$ cat src/rtl/iowin_pkg.sv
package iowin_pkg;

  localparam int ADDR_W  = 32;
  localparam int EXT_W   = ADDR_W + 1;
  localparam int N_HOLES = 2;

  typedef struct packed {
    logic [EXT_W-1:0] first;
    logic [EXT_W-1:0] past;   // first address above the hole
  } hole_t;

  // Holes in ascending order; trimming walks them in this order.
  localparam hole_t HOLES [N_HOLES] = '{
    '{first: 33'h0_1E00_0000, past: 33'h0_1F10_0000},
    '{first: 33'h0_1FC0_0000, past: 33'h0_1FD0_0000}
  };

  typedef struct packed {
    logic             ok;
    logic [EXT_W-1:0] lo;
    logic [EXT_W-1:0] hi;
  } span_t;

endpackage

$ cat src/rtl/iowin_regs.sv
module iowin_regs #(
  parameter int DATA_W   = 32,
  parameter int BASE_W   = 15,
  parameter int TOP_W    = 7,
  parameter logic [BASE_W-1:0] RST_BASE = 15'h080,
  parameter logic [TOP_W-1:0]  RST_TOP  = 7'h0F
) (
  input  logic              clk,
  input  logic              rst,
  input  logic              wr_en,
  input  logic              wr_sel,
  input  logic [DATA_W-1:0] wr_data,
  output logic [BASE_W-1:0] base_q,
  output logic [TOP_W-1:0]  top_q
);

  always_ff @(posedge clk) begin
    if (rst) begin
      base_q <= RST_BASE;
      top_q  <= RST_TOP;
    end else if (wr_en) begin
      if (wr_sel) top_q  <= wr_data[TOP_W-1:0];
      else        base_q <= wr_data[BASE_W-1:0];
    end
  end

endmodule

$ cat src/rtl/iowin_span.sv
module iowin_span
  import iowin_pkg::*;
#(
  parameter int BASE_W     = 15,
  parameter int TOP_W      = 7,
  parameter int GRAN_SHIFT = 21
) (
  input  logic [BASE_W-1:0] base_q,
  input  logic [TOP_W-1:0]  top_q,
  output span_t             raw
);

  localparam int WIDE_W = BASE_W + GRAN_SHIFT;
  localparam int CNT_W  = TOP_W + 1;

  logic [WIDE_W-1:0] base_wide;
  logic [CNT_W-1:0]  granules;
  logic [EXT_W-1:0]  byte_len;
  logic [EXT_W-1:0]  lo_addr;

  always_comb begin
    base_wide = {base_q, {GRAN_SHIFT{1'b0}}};
    lo_addr   = {1'b0, base_wide[ADDR_W-1:0]};
    granules  = {1'b0, top_q} + CNT_W'(1) - {1'b0, base_q[TOP_W-1:0]};
    byte_len  = EXT_W'(granules) << GRAN_SHIFT;
    raw.ok    = (base_q[TOP_W-1:0] <= top_q);
    raw.lo    = lo_addr;
    raw.hi    = lo_addr + byte_len;
  end

endmodule

$ cat src/rtl/iowin_trim.sv
module iowin_trim
  import iowin_pkg::*;
(
  input  span_t raw,
  output span_t trimmed
);

  span_t stage [N_HOLES+1];

  assign stage[0] = raw;

  for (genvar g = 0; g < N_HOLES; g++) begin : g_hole
    logic [EXT_W-1:0] hi_c, lo_c;
    logic             split;
    always_comb begin
      hi_c = stage[g].hi;
      lo_c = stage[g].lo;
      if (hi_c >= HOLES[g].first && hi_c < HOLES[g].past) hi_c = HOLES[g].first;
      if (lo_c >= HOLES[g].first && lo_c < HOLES[g].past) lo_c = HOLES[g].past;
      split = (hi_c >= HOLES[g].past) && (lo_c < HOLES[g].first);
      stage[g+1].ok = stage[g].ok && !split;
      stage[g+1].lo = lo_c;
      stage[g+1].hi = hi_c;
    end
  end

  always_comb begin
    trimmed    = stage[N_HOLES];
    trimmed.ok = stage[N_HOLES].ok && (stage[N_HOLES].hi > stage[N_HOLES].lo);
  end

endmodule

$ cat src/rtl/iowin_match.sv
module iowin_match
  import iowin_pkg::*;
(
  input  logic              valid,
  input  logic [ADDR_W-1:0] start,
  input  logic [ADDR_W-1:0] len,
  input  logic [ADDR_W-1:0] addr,
  output logic              hit
);

  logic [EXT_W-1:0] limit;

  always_comb begin
    limit = {1'b0, start} + {1'b0, len};
    hit   = valid && (addr >= start) && ({1'b0, addr} < limit);
  end

endmodule

$ cat src/rtl/iowin_decoder.sv
module iowin_decoder
  import iowin_pkg::*;
#(
  parameter int BASE_W     = 15,
  parameter int TOP_W      = 7,
  parameter int GRAN_SHIFT = 21,
  parameter logic [BASE_W-1:0] RST_BASE = 15'h080,
  parameter logic [TOP_W-1:0]  RST_TOP  = 7'h0F
) (
  input  logic              clk,
  input  logic              rst,
  input  logic              wr_en,
  input  logic              wr_sel,
  input  logic [31:0]       wr_data,
  input  logic [31:0]       lookup_addr,
  output logic              win_valid,
  output logic [31:0]       win_start,
  output logic [31:0]       win_len,
  output logic              hit
);

  logic [BASE_W-1:0] base_q;
  logic [TOP_W-1:0]  top_q;
  span_t             raw, trimmed;
  logic [EXT_W-1:0]  span_bytes;

  iowin_regs #(
    .DATA_W(ADDR_W), .BASE_W(BASE_W), .TOP_W(TOP_W),
    .RST_BASE(RST_BASE), .RST_TOP(RST_TOP)
  ) u_regs (
    .clk(clk), .rst(rst), .wr_en(wr_en), .wr_sel(wr_sel),
    .wr_data(wr_data), .base_q(base_q), .top_q(top_q)
  );

  iowin_span #(.BASE_W(BASE_W), .TOP_W(TOP_W), .GRAN_SHIFT(GRAN_SHIFT)) u_span (
    .base_q(base_q), .top_q(top_q), .raw(raw)
  );

  iowin_trim u_trim (.raw(raw), .trimmed(trimmed));

  assign span_bytes = trimmed.hi - trimmed.lo;

  // Output stage: loaded from the decode of the register stage. Reset is
  // held for at least two edges, so these settle to the reset window.
  always_ff @(posedge clk) begin
    win_valid <= trimmed.ok;
    win_start <= trimmed.ok ? trimmed.lo[ADDR_W-1:0] : '0;
    win_len   <= trimmed.ok ? span_bytes[ADDR_W-1:0] : '0;
  end

  iowin_match u_match (
    .valid(win_valid), .start(win_start), .len(win_len),
    .addr(lookup_addr), .hit(hit)
  );

endmodule

$ cat config.mk
export PLATFORM = sky130hd
export DESIGN_NAME = iowin_decoder
export DESIGN_NICKNAME = d
export VERILOG_FILES = /design/src/rtl/iowin_pkg.sv /design/src/rtl/iowin_regs.sv /design/src/rtl/iowin_span.sv /design/src/rtl/iowin_trim.sv /design/src/rtl/iowin_match.sv /design/src/rtl/iowin_decoder.sv
export SDC_FILE = /design/constraint.sdc
export NUM_CORES = 1
export LEC_CHECK = 0
export ABC_AREA = 1
export BUFFER_PORTS_ARGS = -buffer_cell sky130_fd_sc_hd__buf_2
export CORE_MARGIN = 3
export CORE_UTILIZATION = 53
export DETAILED_ROUTE_END_ITERATION = 12
export PLACE_DENSITY = 0.86
export SYNTH_ARGS = -nofsm -noshare
export SYNTH_HDL_FRONTEND = slang
export SYNTH_SLANG_ARGS = --single-unit
$ cat constraint.sdc
create_clock -name clk -period 6.2 [get_ports clk]
set_input_delay 0.31 -clock clk [delete_from_list [all_inputs] [get_ports clk]]
set_output_delay 0.31 -clock clk [all_outputs]
set_load 0.01 [all_outputs]
==> results of run 1 <==
how the worst max path moves through the flow:
stage                               end  slack (ps)  depth (start not counted)
after floorplan             win_len[25]        1740                         31
after global placement      win_len[31]        1010                         29
after detailed placement    win_len[31]         920                         29
after CTS                 win_start[30]         840                         29
after global routing        win_len[31]         230                         30
final                       win_len[31]         890                         29
metrics by stage:
stage,hold slack [ps],area [µm²]
floorplan,423,4680
global placement,464,4830
detailed placement,472,4830
CTS,218,4910
global route,241,4910
finish,223,4910
final cells by class:
cell class / count / area [µm²] / area share
well taps: 105 / 131 / 0.0267
repair buffers: 72 / 360 / 0.0734
clock buffers: 5 / 68.8 / 0.0140
inverters: 94 / 353 / 0.0718
multi-input cells: 500 / 3150 / 0.641
clock inverters: 2 / 10.0 / 0.00204
flip-flops and latches: 42 / 841 / 0.171
layout by cell type, fill, tap and decap left out, types with 6 or more instances in the layout:
cell | synthesis | layout
sky130_fd_sc_hd__o21ai_0 | 23 | 23
sky130_fd_sc_hd__ha_1 | 75 | 75
sky130_fd_sc_hd__a21oi_1 | 52 | 52
sky130_fd_sc_hd__nand2_1 | 125 | 125
sky130_fd_sc_hd__buf_2 | 0 | 72
sky130_fd_sc_hd__conb_1 | 1 | 40
sky130_fd_sc_hd__inv_1 | 92 | 92
sky130_fd_sc_hd__xor2_1 | 13 | 13
sky130_fd_sc_hd__nand3_1 | 30 | 30
sky130_fd_sc_hd__dfxtp_1 | 42 | 42
sky130_fd_sc_hd__o211ai_1 | 8 | 8
sky130_fd_sc_hd__nor2_1 | 39 | 39
sky130_fd_sc_hd__nor2_2 | 21 | 21
sky130_fd_sc_hd__nand4_1 | 10 | 10
sky130_fd_sc_hd__nand2_2 | 6 | 6
sky130_fd_sc_hd__xnor2_1 | 16 | 16
power by group through the flow:
| stage | sequential (mW) | clock [mW] | combinational (mW) |
|---|---|---|---|
| global placement | 0.340 | 0 | 0.925 |
| CTS | 0.335 | 0.166 | 0.962 |
| floorplan | 0.349 | 0 | 0.778 |
| finish | 0.335 | 0.162 | 0.962 |
| detailed placement | 0.341 | 0 | 0.957 |
| global route | 0.339 | 0.177 | 1.10 |
worst max-delay path, delay by kind of cell (launching register included):
kind	cells	cell delay (ps)
compound gates	6	1000
xor+xnor	2	380
fa+ha+maj	4	1290
buf+inv	1	120
flops	1	420
simple gates	16	1940
metal layers:
| metal | part of all wire | routed length [µm] | global-route usage | up-vias |
|---|---|---|---|---|
| met2 | 0.49 | 4610 | 0.374 | 122 |
| met1 | 0.42 | 3930 | 0.224 | 1759 |
| met3 | 0.073 | 684 | 0.0283 | 15 |
| li1 | - | - | - | 2164 |
| met4 | 0.018 | 172 | 0.0515 | 0 |
| met5 | 0 | 0 | 0 | - |
flip-flops by register name, indices dropped and copies added (netlist names):
name / cells
u_regs.base_q: 11
u_regs.top_q: 7
win_start: 12
win_len: 11
win_valid: 1
logic make-up (layout without fill, tap and decap cells):
family,count (synthesis),after routing,synth area share
buf+inv,140,173,0.153
fa+ha+maj,78,78,0.220
compound gates,102,102,0.130
flops,42,42,0.185
simple gates,250,250,0.251
xor+xnor,30,30,0.0596
other cells,1,40,0.000827
==> flow_metrics.env, run 1 <==
export IMPL_skew_ps=10.7
export IMPL_routed_wl_per_cell_um=11.5
export IMPL_max_cap_violations=0
export IMPL_p_leak_nw=2.59
export IMPL_yosysMostFrequentCell="sky130_fd_sc_hd__nand2_1"
export IMPL_fp_coreArea_mm2=0.00826
export IMPL_preCtsSetupSlack_ps=917
export IMPL_fillcell_total=777
export IMPL_postSynthRegisterBits=42
export IMPL_synth_top_cells_by_area="sky130_fd_sc_hd__ha_1 (21%), sky130_fd_sc_hd__dfxtp_1 (19%), sky130_fd_sc_hd__nand2_1 (10%), sky130_fd_sc_hd__inv_1 (7.6%), sky130_fd_sc_hd__buf_4 (6.8%)"
export IMPL_yosys_area_top_type="sky130_fd_sc_hd__ha_1"
export IMPL_power_share_clock=0.111
export IMPL_std_cell_rows=33
export IMPL_detailedRoute_firstPassIterationCount=4
export IMPL_hold_start="wr_data[0]"
export IMPL_initial_core_util=0.549
export IMPL_hold_depth=3
export IMPL_cts_hold_repair_buffers=0
export IMPL_place_detailed_hpwl_mm=8.27
export IMPL_post_route_drc_count=0
export IMPL_ctsResizeCount=0
export IMPL_synth_seq_area_share=0.185
export IMPL_crit_path_top_delay_cell="sky130_fd_sc_hd__nand2_2"
export IMPL_timing_hold_violations_final=0
export IMPL_leading_post_synthesis_cells_by_instance_count="sky130_fd_sc_hd__nand2_1 (125), sky130_fd_sc_hd__inv_1 (92), sky130_fd_sc_hd__ha_1 (75)"
export IMPL_max_freq_mhz=188
export IMPL_required_ps=6350
export IMPL_synth_enable_flop_cells=0
export IMPL_rr_endpoint="win_len[31]"
export IMPL_outcome="finished, final reports clean"
export IMPL_first_global_vias=3977
export IMPL_drive_gt1_frac=0.168
export IMPL_grt_ovfl_total=0
export IMPL_dr_first_iter_drc_count=136
export IMPL_setup_tns_final_ps=0
export IMPL_num_io_pins=134
export IMPL_timing_critical_path_slowest_cell_delay_ps=460
export IMPL_num_nets_final=861
export IMPL_final_min_period_over_clock_period=0.857
export IMPL_setup_crit_path_kind="reg2reg"
export IMPL_p_int_mw=0.761
export IMPL_switchingPower_mw=0.698
export IMPL_drv_slew=0
export IMPL_layout_cells_non_filler=820
export IMPL_cts_tree="done"
export IMPL_synth_cell_area_mm2=0.00454
export IMPL_via_per_inst=4.95
export IMPL_asyncSetResetFlopFracSynth=0
export IMPL_synthDominantCellAreaShare=0.207
export IMPL_critPathArrivalTime_ps=5470
export IMPL_vias=4060
export IMPL_rsz0062_at_grt="no"
export IMPL_synth_cells=643
export IMPL_synth_cell_types=40
export IMPL_totalPowerFinal_mw=1.46
export IMPL_r2r_slack_ps=890
export IMPL_power_frac_comb=0.659
export IMPL_dominantRegCellSynth="sky130_fd_sc_hd__dfxtp_1"
export IMPL_reg2reg_depth=29
export IMPL_grt_start_max_net_pins=25
export IMPL_clk_insertion_delay_late_ps=290
export IMPL_cts_made_buffers=5
export IMPL_post_synth_cell_area_avg_um2=7.06
export IMPL_crit_fanout=24
export IMPL_area_growth_pct=8.27
export IMPL_grt_pass1_wl_mm=16.2
export IMPL_timing_rr_start="u_regs.base_q[2]"
export IMPL_hold_path_class="in2reg"
export IMPL_grt_use_total=0.195
export IMPL_cp_start_kind="flop"
export IMPL_die_height_um=98.5
export IMPL_crit_path_end_kind="flop"
export IMPL_timing_slew_headroom=0.591
export IMPL_cts_setup_buffers=0
export IMPL_tightestPinTransition_ps=611
export IMPL_dieArea_mm2=0.00971
export IMPL_post_route_min_period_ps=5310
export IMPL_clk_pin_slew_ps=80
export IMPL_gpl_final_weighted_congestion=0.913
export IMPL_sequentialPowerShare=0.229
export IMPL_setup_viol=0
export IMPL_startpoint="u_regs.base_q[2]"
export IMPL_totalWireLength_mm=9.40
export IMPL_synth_warnings=0
export IMPL_final_core_utilization=0.595
export IMPL_antenna_violating_nets_post_route=0
export IMPL_netSwitchingFraction=0.478
export IMPL_number_of_antenna_violations_at_the_first_check_in_global_routing=0
export IMPL_cts_root_buffer_cell="sky130_fd_sc_hd__clkbuf_8"
export IMPL_die_w_um=98.5
export IMPL_setup_ws_ps=886
export IMPL_placed_cell_count=813
export IMPL_max_root_sink_buffers=2
export IMPL_h_tree_depth=2
export IMPL_antenna_cells=0
export IMPL_worst_hold_path_endpoint="u_regs.top_q[0]"
export IMPL_peakVddDrop_uv=135
export IMPL_p_per_area_mw_per_mm2=297
export IMPL_tritoncts_num_sinks=42
export IMPL_io_buffer_count=72
Note: power is estimated with default switching activity, not from simulation.
==> run 2, diff against run 1 <==
--- a/config.mk
+++ b/config.mk
@@ -8,9 +8,10 @@
 export ABC_AREA = 1
 export BUFFER_PORTS_ARGS = -buffer_cell sky130_fd_sc_hd__buf_2
 export CORE_MARGIN = 3
-export CORE_UTILIZATION = 53
+export CORE_UTILIZATION = 62
 export DETAILED_ROUTE_END_ITERATION = 12
-export PLACE_DENSITY = 0.86
+export PLACE_DENSITY = 0.88
 export SYNTH_ARGS = -nofsm -noshare
 export SYNTH_HDL_FRONTEND = slang
+export SYNTH_HIERARCHICAL = 1
 export SYNTH_SLANG_ARGS = --single-unit
==> flow_metrics.env, run 2 <==
export IMPL_outcome="finished, final reports clean"
export IMPL_vias=12200
export IMPL_timing_hold_violations_final=0
export IMPL_sequentialPowerShare=0.218
export IMPL_antenna_violating_nets_post_route=0
export IMPL_p_per_area_mw_per_mm2=247
export IMPL_clk_insertion_delay_late_ps=350
export IMPL_num_io_pins=134
export IMPL_required_ps=6470
export IMPL_cts_tree="done"
export IMPL_most_common_layout_cells="sky130_fd_sc_hd__nand2_1 (581), sky130_fd_sc_hd__inv_1 (413), sky130_fd_sc_hd__ha_1 (188)"
export IMPL_number_of_antenna_violations_at_the_first_check_in_global_routing=0
export IMPL_layout_cells_most_common="sky130_fd_sc_hd__nand2_1"
export IMPL_tritoncts_num_sinks=83
export IMPL_grt_start_max_net_pins=37
export IMPL_cp_start_kind="flop"
export IMPL_synth_cells=2021
export IMPL_p_leak_nw=7.91
export IMPL_h_tree_depth=3
export IMPL_crit_path_end_kind="flop"
export IMPL_p_int_mw=1.64
export IMPL_io_buffer_count=112
export IMPL_largestRegisters="win_len x32, win_start x32, u_regs/base_q x11"
export IMPL_max_freq_mhz=178
export IMPL_peakVddDrop_uv=119
export IMPL_setup_tns_final_ps=0
export IMPL_detailedRoute_firstPassIterationCount=5
export IMPL_setup_crit_path_kind="reg2reg"
export IMPL_die_w_um=145
export IMPL_synth_warnings=6
export IMPL_cts_hold_repair_buffers=0
export IMPL_preCtsSetupSlack_ps=758
export IMPL_setup_viol=0
export IMPL_cts_made_buffers=9
export IMPL_max_root_sink_buffers=2
export IMPL_skew_ps=10.5
export IMPL_timing_critical_path_slowest_cell_delay_ps=560
export IMPL_drv_slew=0
export IMPL_antenna_cells=0
export IMPL_tightestPinTransition_ps=751
export IMPL_timing_slew_headroom=0.498
export IMPL_post_synth_cell_area_avg_um2=5.92
export IMPL_cts_root_buffer_cell="sky130_fd_sc_hd__clkbuf_16"
export IMPL_layout_cells_non_filler=2366
export IMPL_fp_coreArea_mm2=0.0188
export IMPL_cts_setup_buffers=0
export IMPL_std_cell_rows=50
export IMPL_netSwitchingFraction=0.483
export IMPL_dieArea_mm2=0.0210
export IMPL_crit_top_cell="sky130_fd_sc_hd__nand2_1"
export IMPL_drive_gt1_frac=0.102
export IMPL_hold_path_class="in2reg"
export IMPL_switchingPower_mw=1.53
export IMPL_final_min_period_over_clock_period=0.907
export IMPL_rsz0062_at_grt="no"
export IMPL_routed_wl_per_cell_um=13.4
export IMPL_max_cap_violations=0
export IMPL_place_detailed_hpwl_mm=27.0
export IMPL_setup_ws_ps=579
export IMPL_grt_ovfl_total=0
export IMPL_post_route_drc_count=0
export IMPL_synth_cell_area_mm2=0.0120
export IMPL_area_growth_pct=6.87
export IMPL_initial_core_util=0.635
export IMPL_via_per_inst=5.14
export IMPL_power_frac_comb=0.613
export IMPL_clk_pin_slew_ps=70
export IMPL_critPathArrivalTime_ps=5890
export IMPL_die_height_um=145
export IMPL_dr_first_iter_drc_count=687
export IMPL_gpl_final_weighted_congestion=0.994
export IMPL_totalWireLength_mm=31.6
export IMPL_num_nets_final=2360
export IMPL_ctsResizeCount=0
export IMPL_grt_use_total=0.296
export IMPL_power_share_clock=0.169
export IMPL_first_global_vias=11000
export IMPL_crit_path_top_delay_cell="sky130_fd_sc_hd__dfxtp_1"
export IMPL_crit_fanout=27
export IMPL_grt_pass1_wl_mm=50.3
export IMPL_post_route_min_period_ps=5620
export IMPL_totalPowerFinal_mw=3.16
export IMPL_placed_cell_count=2350
==> run 2: path summary, 6_finish.rpt <==
kind / startpoint / to / slack [ps] / cells past startpoint
setup / recovery: u_regs/base_q[1] / win_len[26] / 580 / 33
hold / removal: wr_data[0] / u_regs/top_q[0] / 180 / 3
setup reg to reg: u_regs/base_q[1] / win_len[26] / 580 / 33
hold reg to reg: u_regs/top_q[1] / u_regs/top_q[1] / 490 / 2
==> run 2: through the flow <==
step / hold slack [ps] / cell area (µm²) / utilization
6_report: 177 / 12800 / 0.679
4_1_cts: 172 / 12800 / 0.679
5_1_grt: 188 / 12800 / 0.679
3_5_place_dp: 466 / 12500 / 0.663
2_1_floorplan: 423 / 12100 / -
3_3_place_gp: 457 / 12500 / 0.663
==> run 2: layout make-up <==
type / count / area, µm²
tap: 260 / 325
fill: 1741 / 6050
timing repair buffer: 121 / 628
inverter: 419 / 1570
multi-input combinational: 1467 / 8290
clock inverter: 7 / 75.1
clock buffer: 9 / 225
sequential: 83 / 1660
==> run 2: worst max-delay path: cells and delay by family (launching register included) <==
family,cells,cell delay (ps)
buffers and inverters,3,290
AO/OA/AOI/OAI,1,290
XOR/XNOR,1,180
adder cells (fa/ha/maj),5,1350
AND/OR/NAND/NOR,23,2850
flip-flops,1,560
==> run 2: power by group through the flow <==
stage	registers (mW)	logic [mW]	clock network, mW
3_3_place_gp	0.696	1.77	0
5_1_grt	0.698	2.20	0.564
6_report	0.688	1.94	0.536
3_5_place_dp	0.699	1.83	0
4_1_cts	0.687	1.84	0.539
2_1_floorplan	0.706	1.44	0
==> run 2: metal layers <==
| layer | wire [µm] | global-route usage | share of wire |
|---|---|---|---|
| met5 | 0 | 0 | 0 |
| met4 | 1350 | 0.122 | 0.043 |
| met3 | 2190 | 0.0329 | 0.069 |
| met2 | 14400 | 0.506 | 0.46 |
| met1 | 13600 | 0.378 | 0.43 |
